--- src/rtl/wake_pkg.sv ---
package wake_pkg;
  typedef enum logic [1:0] {
    EVT_UNUSED     = 2'd0,
    EVT_LATCH_PWR  = 2'd1,
    EVT_LEVEL      = 2'd2,
    EVT_LATCH_ONLY = 2'd3
  } evt_class_e;
endpackage

--- src/rtl/wake_sync.sv ---
module wake_sync #(
  parameter int NUM_EVT = 8,
  parameter int STAGES  = 2
) (
  input  logic               clk,
  input  logic               rst_n,
  input  logic [NUM_EVT-1:0] raw_in,
  input  logic [NUM_EVT-1:0] cfg_rise,
  output logic [NUM_EVT-1:0] lvl,
  output logic [NUM_EVT-1:0] edge_hit
);
  localparam int LAST = STAGES - 1;

  logic [STAGES-1:0][NUM_EVT-1:0] chain_q, chain_d;
  logic [NUM_EVT-1:0]             prev_q, prev_d;

  // next-state
  always_comb begin
    chain_d = {chain_q[STAGES-2:0], raw_in};
    prev_d  = chain_q[LAST];
  end

  // registers
  always_ff @(posedge clk or negedge rst_n) begin
    if (!rst_n) begin
      chain_q <= '0;
      prev_q  <= '0;
    end else begin
      chain_q <= chain_d;
      prev_q  <= prev_d;
    end
  end

  assign lvl      = chain_q[LAST];
  assign edge_hit = (cfg_rise & lvl & ~prev_q) | (~cfg_rise & ~lvl & prev_q);
endmodule

--- src/rtl/wake_evt_cell.sv ---
module wake_evt_cell
  import wake_pkg::*;
#(
  parameter evt_class_e CLS = EVT_LATCH_PWR
) (
  input  logic clk,
  input  logic rst_n,
  input  logic lvl,
  input  logic edge_hit,
  input  logic rd_stb,
  output logic stat,
  output logic pwr_term
);
  localparam logic USE_LATCH  = (CLS == EVT_LATCH_PWR) || (CLS == EVT_LATCH_ONLY);
  localparam logic FEED_LATCH = (CLS == EVT_LATCH_PWR);
  localparam logic USE_LEVEL  = (CLS == EVT_LEVEL);

  logic latch_q, latch_d;

  // next-state: a new edge outranks the clearing read
  always_comb begin
    latch_d = latch_q;
    if (rd_stb)   latch_d = 1'b0;
    if (edge_hit) latch_d = 1'b1;
  end

  // register
  always_ff @(posedge clk or negedge rst_n) begin
    if (!rst_n) latch_q <= 1'b0;
    else        latch_q <= latch_d;
  end

  assign stat     = (latch_q & USE_LATCH)  | (lvl & USE_LEVEL);
  assign pwr_term = (latch_q & FEED_LATCH) | (lvl & USE_LEVEL);

  generate
    if (USE_LATCH) begin : g_chk
      assert_edge_sets_R2: assert property (@(posedge clk) disable iff (!rst_n)
        edge_hit |=> stat);
      assert_hold_R2: assert property (@(posedge clk) disable iff (!rst_n)
        (stat && !rd_stb) |=> stat);
      assert_read_clears_R3: assert property (@(posedge clk) disable iff (!rst_n)
        (rd_stb && !edge_hit) |=> !stat);
      assert_edge_beats_read_R4: assert property (@(posedge clk) disable iff (!rst_n)
        (rd_stb && edge_hit) |=> stat);
    end
  endgenerate
endmodule

--- src/rtl/wake_pwr_or.sv ---
module wake_pwr_or #(
  parameter int NUM_EVT = 8
) (
  input  logic               clk,
  input  logic               rst_n,
  input  logic [NUM_EVT-1:0] term,
  input  logic [NUM_EVT-1:0] en,
  output logic               req
);
  logic req_q, req_d;

  always_comb req_d = |(term & en);

  always_ff @(posedge clk or negedge rst_n) begin
    if (!rst_n) req_q <= 1'b0;
    else        req_q <= req_d;
  end

  assign req = req_q;
endmodule

--- src/rtl/wake_event_ctrl.sv ---
module wake_event_ctrl
  import wake_pkg::*;
#(
  parameter int                   NUM_EVT     = 8,
  parameter int                   SYNC_STAGES = 2,
  parameter logic [2*NUM_EVT-1:0] CLASS_MAP   = 16'h1FA5
) (
  input  logic               clk,
  input  logic               rst_n,
  input  logic [NUM_EVT-1:0] evt_in,
  input  logic [NUM_EVT-1:0] cfg_rise,
  input  logic [NUM_EVT-1:0] cfg_pwr_en,
  input  logic               rd_stb,
  output logic [NUM_EVT-1:0] status,
  output logic               pwr_on_req
);
  function automatic logic [NUM_EVT-1:0] wake_mask(input logic [2*NUM_EVT-1:0] map);
    logic [NUM_EVT-1:0] m;
    for (int k = 0; k < NUM_EVT; k++)
      m[k] = (map[2*k +: 2] == EVT_LATCH_PWR) || (map[2*k +: 2] == EVT_LEVEL);
    return m;
  endfunction

  localparam logic [NUM_EVT-1:0] WAKE_MASK = wake_mask(CLASS_MAP);

  // reset: asserted asynchronously, released after two edges
  logic rst_meta_q, rst_sync_q;
  always_ff @(posedge clk or negedge rst_n) begin
    if (!rst_n) begin
      rst_meta_q <= 1'b0;
      rst_sync_q <= 1'b0;
    end else begin
      rst_meta_q <= 1'b1;
      rst_sync_q <= rst_meta_q;
    end
  end

  logic [NUM_EVT-1:0] lvl, edge_hit, pwr_term;

  wake_sync #(.NUM_EVT(NUM_EVT), .STAGES(SYNC_STAGES)) u_sync (
    .clk      (clk),
    .rst_n    (rst_sync_q),
    .raw_in   (evt_in),
    .cfg_rise (cfg_rise),
    .lvl      (lvl),
    .edge_hit (edge_hit)
  );

  generate
    for (genvar i = 0; i < NUM_EVT; i++) begin : g_evt
      wake_evt_cell #(.CLS(evt_class_e'(CLASS_MAP[2*i +: 2]))) u_cell (
        .clk      (clk),
        .rst_n    (rst_sync_q),
        .lvl      (lvl[i]),
        .edge_hit (edge_hit[i]),
        .rd_stb   (rd_stb),
        .stat     (status[i]),
        .pwr_term (pwr_term[i])
      );
    end
  endgenerate

  wake_pwr_or #(.NUM_EVT(NUM_EVT)) u_or (
    .clk   (clk),
    .rst_n (rst_sync_q),
    .term  (pwr_term),
    .en    (cfg_pwr_en),
    .req   (pwr_on_req)
  );

  assert_pwr_follows_R8: assert property (@(posedge clk) disable iff (!rst_sync_q)
    1'b1 |=> (pwr_on_req == $past(|(status & WAKE_MASK & cfg_pwr_en))));
  assert_no_stray_wake_R6: assert property (@(posedge clk) disable iff (!rst_sync_q)
    ((status & WAKE_MASK & cfg_pwr_en) == '0) |=> !pwr_on_req);
endmodule

--- config.mk ---
export PLATFORM = sky130hd
export DESIGN_NAME = wake_event_ctrl
export DESIGN_NICKNAME = d
export VERILOG_FILES = /design/src/rtl/wake_pkg.sv /design/src/rtl/wake_sync.sv /design/src/rtl/wake_evt_cell.sv /design/src/rtl/wake_pwr_or.sv /design/src/rtl/wake_event_ctrl.sv
export SDC_FILE = /design/constraint.sdc
export NUM_CORES = 1
export LEC_CHECK = 0
export CAP_MARGIN = 15
export CORE_UTILIZATION = 35
export CTS_CLUSTER_DIAMETER = 100
export CTS_CLUSTER_SIZE = 28
export DETAILED_ROUTE_END_ITERATION = 10
export PLACE_DENSITY = 0.67
export SYNTH_ARGS = -nofsm -noshare
export SYNTH_HDL_FRONTEND = slang
export SYNTH_SLANG_ARGS = --single-unit
--- constraint.sdc ---
create_clock -name clk -period 1.05 [get_ports clk]
set_clock_uncertainty 0.2 [all_clocks]
set_input_delay 0.21 -clock clk [delete_from_list [all_inputs] [get_ports clk]]
set_output_delay 0.21 -clock clk [all_outputs]
set_load 0.005 [all_outputs]
# --- Word-level counts from Yosys, hierarchy flattened ---
# Index checks and enable logic that the tools add are counted.
word_totals:
  ff_bits: 29
  wordCells: 32
op_classes:
  n_mux: 6
  bitwise_logic: 9
  reduce_logical: 6
ops:
  columns: ["op", "count"]
  rows:
  - ["7-bit AND", 4]
  - ["7-bit inverter", 3]
  - ["2-bit nonzero test", 5]
  - ["7-bit by 8-bit AND with 8-bit output", 1]
  - ["8-bit OR reduction", 1]
  - ["7-bit bitwise OR", 1]
  - ["1-bit two-way mux", 6]

# --- Logic depth before layout (Yosys ltp) ---
# Gate-level depths: netlist of run 1.
depth:
  word_depth: 5
  ltp_mapped: 2

# --- Hierarchy ---
# From an unflattened synthesis of run 1, not the netlist that was laid out.
unflattened:
  hier_cells: 86
  hier_area_um2: 1127.3
modules_own_cells:
  columns: ["module", "n_inst", "cells_each", "area_per_inst_um2", "seq_area_each_um2"]
  rows:
  - ["wake_sync", 1, 48, 737.0, 600.6]
  - ["wake_evt_cell (g_evt[0].u_cell ...)", 3, 4, 43.8, 25.0]
  - ["wake_evt_cell (g_evt[4].u_cell ...)", 2, 5, 47.5, 25.0]
  - ["wake_pwr_or", 1, 6, 61.3, 25.0]
  - ["wake_event_ctrl", 1, 3, 53.8, 50.0]
  - ["wake_evt_cell (g_evt[2].u_cell ...)", 2, 2, 15.0, 0.0]
  - ["wake_evt_cell (g_evt[7].u_cell)", 1, 3, 18.8, 0.0]

# --- Worst setup path after synthesis of run 1 ---
# No wires, ideal clock.
synth_timing:
  path_type: "reg2reg"
  from: "register u_sync.chain_q, in the netlist u_sync.lvl[0]"
  to: "register g_evt[0].u_cell.latch_q"
  arrival_ns: 0.781
  required_ns: 0.760
  setup_slack_ns: -0.021
  stages_incl_launch_ff: 3
  cell_sequence: "dfrtp_1 > or3b_1 > o221ai_1"
synth_via:
  elab_chain_cells: 5
  word_cells_on_any_way: 8
synth_lines:
  columns: ["element", "line", "text"]
  rows:
  - ["start, declared", "wake_sync.sv:14", "logic [STAGES-1:0][NUM_EVT-1:0] chain_q, chain_d;"]
  - ["start signal, assigned", "wake_sync.sv:29", "chain_q <= chain_d;"]
  - ["7-bit inverter", "wake_sync.sv:35", "assign edge_hit = (cfg_rise & lvl & ~prev_q) | (~cfg_rise & ~lvl & prev_q);"]
  - ["7-bit AND (2 in a row)", "wake_sync.sv:35", null]
  - ["7-bit bitwise OR *", "wake_sync.sv:35", null]
  - ["1-bit two-way mux / 2-bit nonzero test (equally long branches)", null, null]
  - ["end signal, assigned", "wake_evt_cell.sv:30", "else latch_q <= latch_d;"]
  - ["end, declared", "wake_evt_cell.sv:18", "logic latch_q, latch_d;"]
# Mark *: on every way between the ends. The rest lies on a longest branch, timed or not.
# A chain may end at the register's enable or synchronous reset.

# --- Worst setup path in the final report of run 1 ---
layout_timing:
  from: "register g_evt[1].u_cell.latch_q"
  to: "output status[1]"
layout_rtl:
  columns: ["element", "line", "text"]
  rows:
  - ["start, declared", "wake_evt_cell.sv:18", null]
  - ["start signal, assigned", "wake_evt_cell.sv:30", null]
  - ["end, declared", "wake_event_ctrl.sv:14", "output logic [NUM_EVT-1:0] status,"]
# No word-level cell between the ends.

==> results.cfg, run 1 <==
[grt]
grt_max_degree = 15
gr-usage-all-layers_pct = 11.9
antenna_found_initial = 0
overflow = 0
grt_pass1_wl_um = 2260
first_global_vias = 558

[drt]
drtIter0Drc = 5
wl_per_cell_um = 11.2
wirelength_um = 1400
vias_per_cell = 4.50
dr.pass1.iters = 4
drc = 0
via_count = 562
final_antenna_net_count = 0

[sta]
fin_ws_ns = -0.200
layout_min_cycle_time_ns = 1.25
slew_viol_final = 0
rsz0062_at_grt = true
min_period_over_period_pct = 119
hold_violations = 11
finalSetupViolCount = 14
holdWs_ns = -0.0109
max_freq_ghz = 0.800

[setup_path]
rr_worst_depth = 3
crit_end = status[1]
worstPathRequired_ns = 0.64
path_buf_inv = 1
worstSetupEndpointType = primary output
worst_path_largest_cell_delay_ns = 0.41
path_cells = buf_2
cp_max_fo = 2
r2r-start = g_evt[1].u_cell.pwr_term
path_class = register to primary output
critPathLaunch = g_evt[1].u_cell.pwr_term
r2r_end = u_or.req
r2r_setup_slack_ns = -0.15
path_delay_family = flip-flops
start_kind = register
cpMaxStageDelayCell = dfrtp_1
cp.arrival_ns = 0.84
critical_path_cell_count = 1

[final_layout]
finalNetCount = 125
instances_no_fill = 125
drive_above_1_share_pct = 28.9
antennaDiodeCount = 0
area_growth_pct = 40.6

[power]
p_leak_nw = 0.577
ir_worst_vdd_mv = 0.731
p_per_area_nw_per_um2 = 1440
finalPower_mw = 1.80

[clock_tree]
clockRootBuffer = clkbuf_4
cts_tree = done
htreeDepth = 1
cts_sinks = 27
clockBufferDepth = 2
cts_made_buffers = 3
clk_latency_ns = 0.30
clkSlewWorstSetupHoldPaths_ns = 0.13

[placed_design]
gp_congestion = 0.699
portBuffers = 27
place.detailed.hpwl_um = 1030
placed_cells = 117

[synthesis]
synth_area_um2 = 890
yosys_warnings = 0
synth_seq_cells = 27
syn-num-nets = 87
yosysUniqueCellTypes = 9
synth_cells = 60
syn_area_per_cell_um2 = 14.8
ys_seq_area_share_pct = 75.9

[die]
die_h_um = 52.4
die_area_um2 = 2750
fp.dieW_um = 52.4
core_area_um2 = 2300
io_pins = 36
rows = 17
initial_core_util_pct = 38.7

[run_status]
outcome = finished with violations
failed_checks = negative hold slack, negative setup slack

[run]
max_cap_violations = 0

[worst_hold_path]
hold_path_class = register to async pin
[power by group]
part           switching (mW)  internal, mW  leakage, nW
Combinational          0.0885         0.164        0.246
Sequential             0.0274          1.11        0.317
Clock                   0.266         0.148       0.0150
Total                   0.382          1.42        0.577
[through the flow]
step	cell area, um2	setup WS, ns	TNS, ns	hold WS [ns]	util [%]
floorplan	890	0.00123	0	-0.286	-
global placement	1210	-0.326	-3.20	-0.0216	52.7
detailed placement	1210	-0.342	-3.41	-0.0173	52.7
CTS	1230	-0.228	-2.04	-0.00582	53.6
global route	1250	-0.244	-2.47	0.0228	54.5
finish	1250	-0.200	-1.87	-0.0109	54.5
[what timing repair did]
item	in CTS	in global routing
pin swaps	3	0
hold endpoints to repair	13	0
endpoints found under the setup margin	14	14
resized for setup	34	2
buffers inserted	2	1
hold buffers	1	0
[state kept, by name, summed over array words and instances (netlist names)]
signal,cells
rst_sync_q,1
u_or.req,1
g_evt.u_cell.stat,2
u_sync.chain_d,7
u_sync.prev_q,5
u_sync.lvl,7
rst_meta_q,1
g_evt.u_cell.pwr_term,3
[per-layer routing]
layer	global-route usage, %	wire (um)
met5	0	0
met4	10.5	23
met3	1.74	123
met2	18.8	682
met1	13.7	571
[Yosys cell counts]
cell type | instances | area share [%]
a222oi_1 | 1 | 1.1
or3b_1 | 5 | 4.9
inv_1 | 5 | 2.1
o221ai_1 | 5 | 4.9
conb_1 | 2 | 0.84
buf_4 | 8 | 6.8
a22oi_1 | 1 | 0.84
dfrtp_1 | 27 | 76
nand2_1 | 6 | 2.5
[worst min-delay path by stage]
stage                          to  cells past startpoint  slack, ns
3_3_place_gp   u_sync.chain_d[14]                      1      -0.02
4_1_cts             u_sync.lvl[6]                      1     -0.006
6_report       u_sync.chain_d[14]                      1      -0.01
3_5_place_dp   u_sync.chain_d[14]                      1      -0.02
2_1_floorplan          rst_meta_q                      0      -0.29
5_1_grt             u_sync.lvl[6]                      1       0.02
[cells in the final DEF, fill, tap and decap left out, drive strengths merged]
cell,count
o221ai,5
dlygate4sd3,1
buf,21
dfrtp,27
inv,5
nand2,6
clkdlybuf4s50,19
clkbuf,4
or3b,5
a22oi,1
conb,2
a222oi,1
[cell families (layout without fill, tap and decap cells)]
group,Yosys count,count (layout),synth area share (%)
other cells,2,2,0.844
simple gates,11,11,7.45
flops,27,27,75.9
compound gates,7,7,6.89
buf+inv,13,50,8.86
[layout make-up]
cell class / count / area, um2
multi-input cells: 20 / 154
inverters: 5 / 18.8
well taps: 28 / 35.0
fillers: 197 / 1050
flip-flops and latches: 27 / 676
clock buffers: 4 / 26.3
repair buffers: 41 / 342
Note: power is estimated with default switching activity, not from simulation.
==> run 2: changes to the inputs <==
- REMOVE_ABC_BUFFERS: unset -> 1
==> run 2 against run 1 <==
Effect of this change: the run ends with negative setup slack left; total power down 0.59%; global-route usage is 0.58 points higher; cell count is 2.4% lower; largest cell class unchanged; fmax decreased by 0.31%; largest power group unchanged; die area unchanged; critical path depth stayed put; sequential power barely moved; routed wire length rose by 3.0%.
==> results.cfg, run 2 (synthesized netlist as in run 1, its figures left out) <==
[sta]
slew_viol_final = 0
rsz0062_at_grt = true
min_period_over_period_pct = 119
finalSetupViolCount = 14
max_freq_ghz = 0.798
fin_ws_ns = -0.204
hold_violations = 0
layout_min_cycle_time_ns = 1.25

[setup_path]
cpMaxStageDelayCell = dfrtp_1
worstSetupEndpointType = primary output
path_buf_inv = 1
path_cells = buf_2
rr_worst_depth = 3
worst_path_largest_cell_delay_ns = 0.41
cp.arrival_ns = 0.84
r2r_setup_slack_ns = -0.17
path_class = register to primary output
r2r_end = u_or.req
r2r-start = g_evt[1].u_cell.pwr_term
worstPathRequired_ns = 0.64
cp_max_fo = 2
start_kind = register
critical_path_cell_count = 1
path_delay_family = flip-flops

[drt]
final_antenna_net_count = 0
via_count = 537
drtIter0Drc = 3
drc = 0
wl_per_cell_um = 11.8
vias_per_cell = 4.40
dr.pass1.iters = 4
wirelength_um = 1440

[run]
max_cap_violations = 0

[grt]
first_global_vias = 518
gr-usage-all-layers_pct = 12.4
antenna_found_initial = 0
overflow = 0
grt_max_degree = 26
grt_pass1_wl_um = 2350

[placed_design]
placed_area_um2 = 1210
gp_congestion = 0.670
place.detailed.hpwl_um = 1100
portBuffers = 27

[power]
p_per_area_nw_per_um2 = 1430
p_leak_nw = 0.571
p_sw_share_pct = 21.4
combPwrFrac_pct = 13.8
internal_power_mw = 1.41
ir_worst_vdd_mv = 0.731
pwr-share-clk_pct = 22.8
switchingPower_mw = 0.383
finalPower_mw = 1.79
power_frac_seq_pct = 63.4

[final_layout]
regArea_um2 = 676
final_common_cell = dfrtp_1
area_growth_pct = 40.4
fillers = 199
fin_util_pct = 54.4
drive_above_1_share_pct = 28.7
final_cell_mix = dfrtp_1, clkdlybuf4s50_1, buf_2, buf_4, nand2_1
antennaDiodeCount = 0
final_area_um2 = 1250
multi_input_area_um2 = 160
finalNetCount = 122

[clock_tree]
cts_sinks = 27
clkSlewWorstSetupHoldPaths_ns = 0.13
clockBufferDepth = 2
cts_tree = done
clk_latency_ns = 0.30
htreeDepth = 1
clockRootBuffer = clkbuf_4
cts_made_buffers = 3

[die]
die_area_um2 = 2750
initial_core_util_pct = 38.7
io_pins = 36
rows = 17
fp.dieW_um = 52.4
core_area_um2 = 2300
die_h_um = 52.4

[worst_hold_path]
hold_path_class = register to async pin

[run_status]
failed_checks = negative setup slack
outcome = finished with violations
==> run 2: power groups by stage <==
stage          sequential [mW]  combinational, mW  clock, mW
6_report                  1.13              0.246      0.408
5_1_grt                   1.14              0.273      0.469
4_1_cts                   1.13              0.231      0.436
3_5_place_dp              1.16              0.249          0
3_3_place_gp              1.15              0.244          0
2_1_floorplan             1.17             0.0407          0
==> run 2: worst max path at each step <==
stage | end | slack (ns) | start
final | status[1] | -0.20 | g_evt[1].u_cell.pwr_term
after global routing | u_or.req | -0.29 | g_evt[1].u_cell.pwr_term
after CTS | status[2] | -0.22 | u_sync.lvl[2]
after detailed placement | g_evt[1].u_cell.pwr_term | -0.33 | cfg_rise[1]
after global placement | g_evt[6].u_cell.pwr_term | -0.30 | cfg_rise[6]
after floorplan | u_or.req | -0.03 | u_sync.lvl[2]
==> run 2: repair_timing <==
action	CTS	global route
endpoints found under the setup margin	14	14
gates resized for setup	31	5
pin swaps	6	2
hold buffers	1	0
endpoints found under the hold margin	2	0
setup buffers	1	1
gates cloned	0	0
==> run 2: per-layer routing <==
| layer | global-route usage [%] | part of all wire (%) |
|---|---|---|
| met1 | 15.5 | 40 |
| met2 | 19.4 | 49 |
| met3 | 3.48 | 9.4 |
| met4 | 6.58 | 1.7 |
| met5 | 0 | 0 |
==> run 2: stage by stage <==
stage / cells / worst slack (ns) / setup TNS, ns / hold WS, ns
final: 122 / -0.204 / -1.85 / 0.0129
after global routing: 122 / -0.288 / -2.46 / 0.0404
after CTS: 121 / -0.217 / -1.99 / 0.0208
after detailed placement: 115 / -0.328 / -3.25 / 0.0179
after global placement: 115 / -0.302 / -3.08 / 0.00710
after floorplan: 52 / -0.0274 / -0.134 / -0.286
==> run 2: layout make-up <==
class	instances	area share [%]
clock buffers	3	1.80
clock inverters	1	0.401
inverters	5	1.50
multi-input cells	20	12.8
flip-flops and latches	27	54.1
well taps	28	2.81
repair buffers	38	26.6
